<file path="config.mk">
export PLATFORM = sky130hd
export DESIGN_NAME = bitfield_engine
export DESIGN_NICKNAME = d
export VERILOG_FILES = /design/src/rtl/bfe_pkg.sv /design/src/rtl/bfe_merge.sv /design/src/rtl/bfe_ctrl.sv /design/src/rtl/bitfield_engine.sv
export SDC_FILE = /design/constraint.sdc
export NUM_CORES = 1
export LEC_CHECK = 0
export BUFFER_PORTS_ARGS = -buffer_cell sky130_fd_sc_hd__buf_4
export CORE_ASPECT_RATIO = 1.25
export CORE_MARGIN = 2
export CORE_UTILIZATION = 40
export CTS_CLUSTER_DIAMETER = 100
export CTS_CLUSTER_SIZE = 24
export DETAILED_ROUTE_END_ITERATION = 10
export PLACE_DENSITY = 0.72
export SETUP_SLACK_MARGIN = 0.4
export SYNTH_ARGS = -nofsm -noshare
export SYNTH_HDL_FRONTEND = slang
export SYNTH_SLANG_ARGS = --single-unit
</file>
<file path="constraint.sdc">
create_clock -name clk -period 4.38 [get_ports clk]
set_input_delay 0.438 -clock clk [delete_from_list [all_inputs] [get_ports clk]]
set_output_delay 0.438 -clock clk [all_outputs]
set_load 0.01 [all_outputs]
</file>
<file path="src/rtl/bfe_pkg.sv">
package bfe_pkg;
  typedef enum logic [2:0] {
    ST_IDLE, ST_RD0, ST_RD1, ST_CAP, ST_WR0, ST_WR1, ST_RES, ST_FIN
  } bfe_state_t;
endpackage

</file>
<file path="src/rtl/bfe_merge.sv">
module bfe_merge #(
  parameter int WORD_W = 16,
  localparam int OFF_W = $clog2(WORD_W),
  localparam int WIN_W = 2 * WORD_W
) (
  input  logic [WORD_W-1:0] lo_word,
  input  logic [WORD_W-1:0] hi_word,
  input  logic [OFF_W-1:0]  off,
  input  logic [OFF_W-1:0]  len,
  input  logic [WORD_W-1:0] acc,
  output logic [WORD_W-1:0] field,
  output logic [WORD_W-1:0] new_lo,
  output logic [WORD_W-1:0] new_hi,
  output logic              straddle,
  output logic              wrap,
  output logic [OFF_W-1:0]  next_off
);
  // ones in positions 0..len
  function automatic logic [WIN_W-1:0] low_ones(input logic [OFF_W-1:0] l);
    logic [WIN_W-1:0] m;
    m = '0;
    for (int i = 0; i < WORD_W; i++) if (i <= int'(l)) m[i] = 1'b1;
    return m;
  endfunction

  function automatic logic [OFF_W:0] end_pos(input logic [OFF_W-1:0] o,
                                             input logic [OFF_W-1:0] l);
    return {1'b0, o} + {1'b0, l} + (OFF_W+1)'(1);
  endfunction

  logic [WIN_W-1:0] win, msk, ins, merged;
  logic [OFF_W:0]   epos;

  always_comb begin
    win      = {hi_word, lo_word};
    msk      = low_ones(len);
    epos     = end_pos(off, len);
    field    = WORD_W'((win >> off) & msk);
    ins      = (WIN_W'(acc) & msk) << off;
    merged   = (win & ~(msk << off)) | ins;
    new_lo   = merged[WORD_W-1:0];
    new_hi   = merged[WIN_W-1:WORD_W];
    straddle = epos > (OFF_W+1)'(WORD_W);
    wrap     = epos[OFF_W];
    next_off = epos[OFF_W-1:0];
  end
endmodule

</file>
<file path="src/rtl/bfe_ctrl.sv">
module bfe_ctrl
  import bfe_pkg::*;
(
  input  logic clk,
  input  logic rst_n,
  input  logic start,
  input  logic straddle,
  input  logic is_ins,
  output logic load_in,
  output logic rd_en,
  output logic rd_hi,
  output logic cap_lo,
  output logic cap_hi,
  output logic wr_en,
  output logic wr_hi,
  output logic res_load,
  output logic busy,
  output logic done
);
  bfe_state_t st, st_nx;

  always_ff @(posedge clk) begin
    if (!rst_n) st <= ST_IDLE;
    else        st <= st_nx;
  end

  always_comb begin
    st_nx    = st;
    load_in  = 1'b0;
    rd_en    = 1'b0;
    rd_hi    = 1'b0;
    cap_lo   = 1'b0;
    cap_hi   = 1'b0;
    wr_en    = 1'b0;
    wr_hi    = 1'b0;
    res_load = 1'b0;
    unique case (st)
      ST_IDLE: if (start) begin load_in = 1'b1; st_nx = ST_RD0; end
      ST_RD0:  begin rd_en = 1'b1; st_nx = ST_RD1; end
      ST_RD1:  begin
        cap_lo = 1'b1;
        if (straddle) begin rd_en = 1'b1; rd_hi = 1'b1; end
        st_nx = ST_CAP;
      end
      ST_CAP:  begin
        cap_hi = straddle;
        st_nx  = is_ins ? ST_WR0 : ST_RES;
      end
      ST_WR0:  begin wr_en = 1'b1; st_nx = straddle ? ST_WR1 : ST_RES; end
      ST_WR1:  begin wr_en = 1'b1; wr_hi = 1'b1; st_nx = ST_RES; end
      ST_RES:  begin res_load = 1'b1; st_nx = ST_FIN; end
      ST_FIN:  st_nx = ST_IDLE;
      default: st_nx = ST_IDLE;
    endcase
  end

  assign busy = (st != ST_IDLE);
  assign done = (st == ST_FIN);

  assert_done_in_busy_R7: assert property (@(posedge clk) disable iff (!rst_n)
    done |-> busy);
  assert_busy_holds_R7: assert property (@(posedge clk) disable iff (!rst_n)
    (busy && !done) |=> busy);
  assert_idle_after_done_R7: assert property (@(posedge clk) disable iff (!rst_n)
    done |=> !busy);
endmodule

</file>
<file path="src/rtl/bitfield_engine.sv">
module bitfield_engine #(
  parameter int WORD_W = 16,
  parameter int ADDR_W = 16,
  localparam int OFF_W = $clog2(WORD_W),
  localparam int STEP  = WORD_W / 8
) (
  input  logic              clk,
  input  logic              rst_n,
  input  logic              start,
  input  logic              op_insert,
  input  logic [OFF_W-1:0]  bit_off,
  input  logic [OFF_W-1:0]  len_code,
  input  logic [WORD_W-1:0] acc_in,
  input  logic [ADDR_W-1:0] ptr_in,
  output logic              busy,
  output logic              done,
  output logic [WORD_W-1:0] field_out,
  output logic [OFF_W-1:0]  off_out,
  output logic [ADDR_W-1:0] ptr_out,
  output logic [ADDR_W-1:0] mem_addr,
  output logic              mem_rd,
  output logic              mem_wr,
  output logic [WORD_W-1:0] mem_wdata,
  input  logic [WORD_W-1:0] mem_rdata
);
  logic              op_q;
  logic [OFF_W-1:0]  off_q, len_q;
  logic [WORD_W-1:0] acc_q, w0_q, w1_q;
  logic [ADDR_W-1:0] ptr_q;

  logic load_in, rd_en, rd_hi, cap_lo, cap_hi, wr_en, wr_hi, res_load;
  logic [WORD_W-1:0] fld, nlo, nhi;
  logic              straddle, wrap;
  logic [OFF_W-1:0]  noff;

  bfe_ctrl u_ctrl (
    .clk(clk), .rst_n(rst_n), .start(start), .straddle(straddle),
    .is_ins(op_q), .load_in(load_in), .rd_en(rd_en), .rd_hi(rd_hi),
    .cap_lo(cap_lo), .cap_hi(cap_hi), .wr_en(wr_en), .wr_hi(wr_hi),
    .res_load(res_load), .busy(busy), .done(done)
  );

  bfe_merge #(.WORD_W(WORD_W)) u_merge (
    .lo_word(w0_q), .hi_word(w1_q), .off(off_q), .len(len_q), .acc(acc_q),
    .field(fld), .new_lo(nlo), .new_hi(nhi), .straddle(straddle),
    .wrap(wrap), .next_off(noff)
  );

  always_ff @(posedge clk) begin
    if (!rst_n) begin
      op_q <= 1'b0; off_q <= '0; len_q <= '0; acc_q <= '0; ptr_q <= '0;
      w0_q <= '0; w1_q <= '0;
      field_out <= '0; off_out <= '0; ptr_out <= '0;
    end else begin
      if (load_in) begin
        op_q <= op_insert; off_q <= bit_off; len_q <= len_code;
        acc_q <= acc_in; ptr_q <= ptr_in; w1_q <= '0;
      end
      if (cap_lo) w0_q <= mem_rdata;
      if (cap_hi) w1_q <= mem_rdata;
      if (res_load) begin
        if (!op_q) field_out <= fld;
        off_out <= noff;
        ptr_out <= ptr_q + (wrap ? ADDR_W'(STEP) : '0);
      end
    end
  end

  logic hi_sel;
  assign hi_sel    = rd_en ? rd_hi : wr_hi;
  assign mem_addr  = ptr_q + (hi_sel ? ADDR_W'(STEP) : '0);
  assign mem_rd    = rd_en;
  assign mem_wr    = wr_en;
  assign mem_wdata = wr_hi ? nhi : nlo;

  assert_extract_no_write_R10: assert property (@(posedge clk) disable iff (!rst_n)
    mem_wr |-> op_q);
  assert_rd_wr_exclusive_R10: assert property (@(posedge clk) disable iff (!rst_n)
    !(mem_rd && mem_wr));
  assert_ptr_step_R6: assert property (@(posedge clk) disable iff (!rst_n)
    done |-> ((ptr_out != ptr_q) == (off_out <= off_q)));
  assert_second_read_R2: assert property (@(posedge clk) disable iff (!rst_n)
    (mem_rd && rd_hi) |-> (mem_addr == ptr_q + ADDR_W'(STEP)));
endmodule

</file>
==> flow_summary_export.csv <==
group,metric,value,unit
synthesis,synth_nets,1122,
sta,setup_violations,0,
floorplanning,placeableCoreArea,19500,um2
routing,drt_iter0_markers,776,
setup_path,cp-end-kind,"output port",
global_routing,met1_usage,0.342,
sta,min_period,3770,ps
setup_path,reg2reg_slack,1120,ps
sta,clock_skew,12.8,ps
layout,nNetsFinal,1190,
synthesis,yosys-top-cells-count,"nand2_1, a21oi_1, dfxtp_1, nor2_1, o21ai_0",
sta,worst_slew_pin_slew,1220,ps
clock_network,clockRootBuffer,"clkbuf_16",
clock_network,h-tree-depth,3,
placed_design,routabilityCongestion,1.04,
clock_network,numCtsBuffers,9,
sta,layout_setup_ws,608,ps
global_routing,busiest_layer,"met2",
sta,tns,0,ps
floorplanning,initial_core_util,0.409,
setup_path,r2r-end,"ptr_out[13]",
synthesis,syn_area_per_cell,7.60,um2
sta,max-slew-margin-rel,0.182,
routing,firstDrtPassIters,10,
placed_design,dpl.hpwl,20000,um
hold_path,min_path_type,"in2reg",
power,p_per_area,297,nW/um2
setup_path,cp_max_fo,3,
power,p_leak,3.47,nW
synthesis,synth_edf_count,0,
layout,num_antenna_cells,0,
synthesis,synth_cells,1053,
global_routing,grt.total_usage,0.266,
layout,area_growth,16.6,%
global_routing,gr-usage-met2,0.423,
sta,hold_viol_final,0,
clock_network,clk_pin_slew,80,ps
global_routing,grt_first_pass_wirelength,43800,um
placed_design,portBuffers,131,
synthesis,synth_largest_area_cell,"dfxtp_1",
floorplanning,die_h,162,um
synthesis,synth_most_common_cell,"nand2_1",
power,ir_drop,0.173,mV
clock_network,cts_sinks,112,
synthesis,ys_ff_latch,112,
synthesis,synthArstFlopShare,0,
routing,drt-total-wl,28200,um
clock_network,clk_latency,360,ps
sta,slew_viol_final,0,
global_routing,grt_max_degree,97,
floorplanning,num_rows,57,
outcome,status,"complete, no violations",
setup_path,worstPathRequired,3940,ps
synthesis,ys_warn_count,0,
routing,drc,0,
routing,vias,8409,
setup_path,reg2reg_from,"len_q[0]",
setup_path,r2r_cells,14,
setup_path,worstSetupStartpointType,"register",
clock_network,tritoncts,"yes",
synthesis,ys_seq_area_frac,0.280,
routing,wire_per_inst,20.3,um
global_routing,antenna_found_initial,0,
layout,drive_gt1_frac,0.204,
global_routing,overflow,0,
setup_path,setup.worst_path.class,"reg2out",
placed_design,pre_cts_slack,738,ps
synthesis,ys_types,80,
power,power,0.00277,W
setup_path,crit_arrival,3330,ps
hold_path,worstHoldStart,"acc_in[10]",
sta,rsz0062_at_grt,"no",
synthesis,post-synth-top-area-fraction,0.280,
clock_network,holdBufCountCts,0,
sta,min_period_over_period,0.861,
hold_path,hold_depth,3,
floorplanning,io_pins,132,
floorplanning,die_w,130,um
floorplanning,die_area,21200,um2
routing,viasPerCell,6.05,
synthesis,synth_area_leaders,"dfxtp_1, nand2_1, a21oi_1",
clock_network,cts.path.max_buffers,2,
global_routing,grt_use_met3,0.0520,
synthesis,syn-cell-area,8000,um2
global_routing,grt_pass1_vias,7741,
routing,ant_nets,0,
flow_run,maxCapViolations,0,
hold_path,holdPathEnd,"acc_q[10]",
synthesis,synthFlopType,"dfxtp_1",
sta,max_freq,265,MHz
layout by cell type (no fill, tap or decap), drive strengths merged, types with 8 or more instances in the layout:
master  netlist  final
clkbuf       46     11
dfxtp       112    112
buf          50    153
and2         10     10
a21oi       120    120
mux4         21     21
a31oi        10     10
a211oi       26     26
nand4        14     14
inv          14     17
nor2b        13     13
mux2          8      8
nor3         11     11
o211ai       30     30
nand2       222    222
mux2i        27     27
o21ai        59     59
o31ai         8      8
xor2         12     12
nor2         67     67
nand3        33     33
xnor2        12     12
ha            8      8
metal layers:
metal / vias up / wire length (um)
met5: - / 0
met4: 0 / 1490
met3: 94 / 2360
met2: 410 / 13200
met1: 3927 / 11100
li1: 3978 / -
layout make-up:
| cell class | instances | area, um2 |
|---|---|---|
| Fill cell | 1986 | 10200 |
| Multi-Input combinational cell | 829 | 5250 |
| Sequential cell | 112 | 2240 |
| Timing Repair Buffer | 153 | 1150 |
| Tap cell | 265 | 332 |
| Clock buffer | 11 | 253 |
| Inverter | 16 | 60.1 |
| Clock inverter | 5 | 38.8 |
worst max-delay path: stages (launching register included):
cell	delay (ps)
dfxtp_1	340
inv_1	60
ha_2	190
fa_2	450
xnor2_4	200
nor3_1	80
nand3b_1	120
o311a_1	200
nand2_1	70
nand2_1	70
ha_2	200
ha_2	200
nand3_2	130
nor2_4	140
nand2_2	100
nor2_2	130
xor2_1	150
buf_4	140
state kept, by name, indices dropped and copies added (netlist names):
register,count
off_q,4
w0_q,16
ptr_out,16
w1_q,16
op_q,1
field_out,16
len_q,4
ptr_q,16
off_out,4
acc_q,16
u_ctrl.st,3
timing repair:
| action | CTS | global route |
|---|---|---|
| setup buffers | 1 | 4 |
| gates resized for setup | 1 | 9 |
| hold endpoints to repair | 0 | 0 |
| pin swaps | 1 | 2 |
| endpoints found under the setup margin | 2 | 5 |
stage by stage:
step	instances	hold slack (ps)	area [um2]	utilization
2_1_floorplan	1053	437	8010	-
3_3_place_gp	1370	432	8960	0.459
3_5_place_dp	1370	438	8960	0.459
4_1_cts	1387	312	9270	0.475
5_1_grt	1391	318	9330	0.477
6_report	1391	314	9330	0.477
cell families after synthesis:
logic type               after synthesis  synth area share
XOR/XNOR                              24            0.0263
AND/OR/NAND/NOR                      398             0.221
adder cells (fa/ha/maj)               11            0.0175
AO/OA/AOI/OAI                        340             0.278
multiplexers                          56             0.107
flip-flops                           112             0.280
buffers and inverters                112            0.0696
worst max-delay path by stage:
stage              from      endpoint  slack [ps]  cells past startpoint
5_1_grt        len_q[0]  mem_addr[13]         400                     17
4_1_cts        len_q[0]  mem_addr[13]         440                     17
3_5_place_dp   len_q[0]  mem_addr[15]         740                     17
6_report       len_q[0]  mem_addr[15]         610                     17
3_3_place_gp   len_q[0]  mem_addr[13]         860                     17
2_1_floorplan  off_q[0]  mem_addr[13]         420                     20
report_power, final:
part	switching, W	internal, W
logic	0.000480	0.000300
clock network	0.000423	0.000424
registers	0.0000785	0.00107
Note: power is estimated with default switching activity, not from simulation.
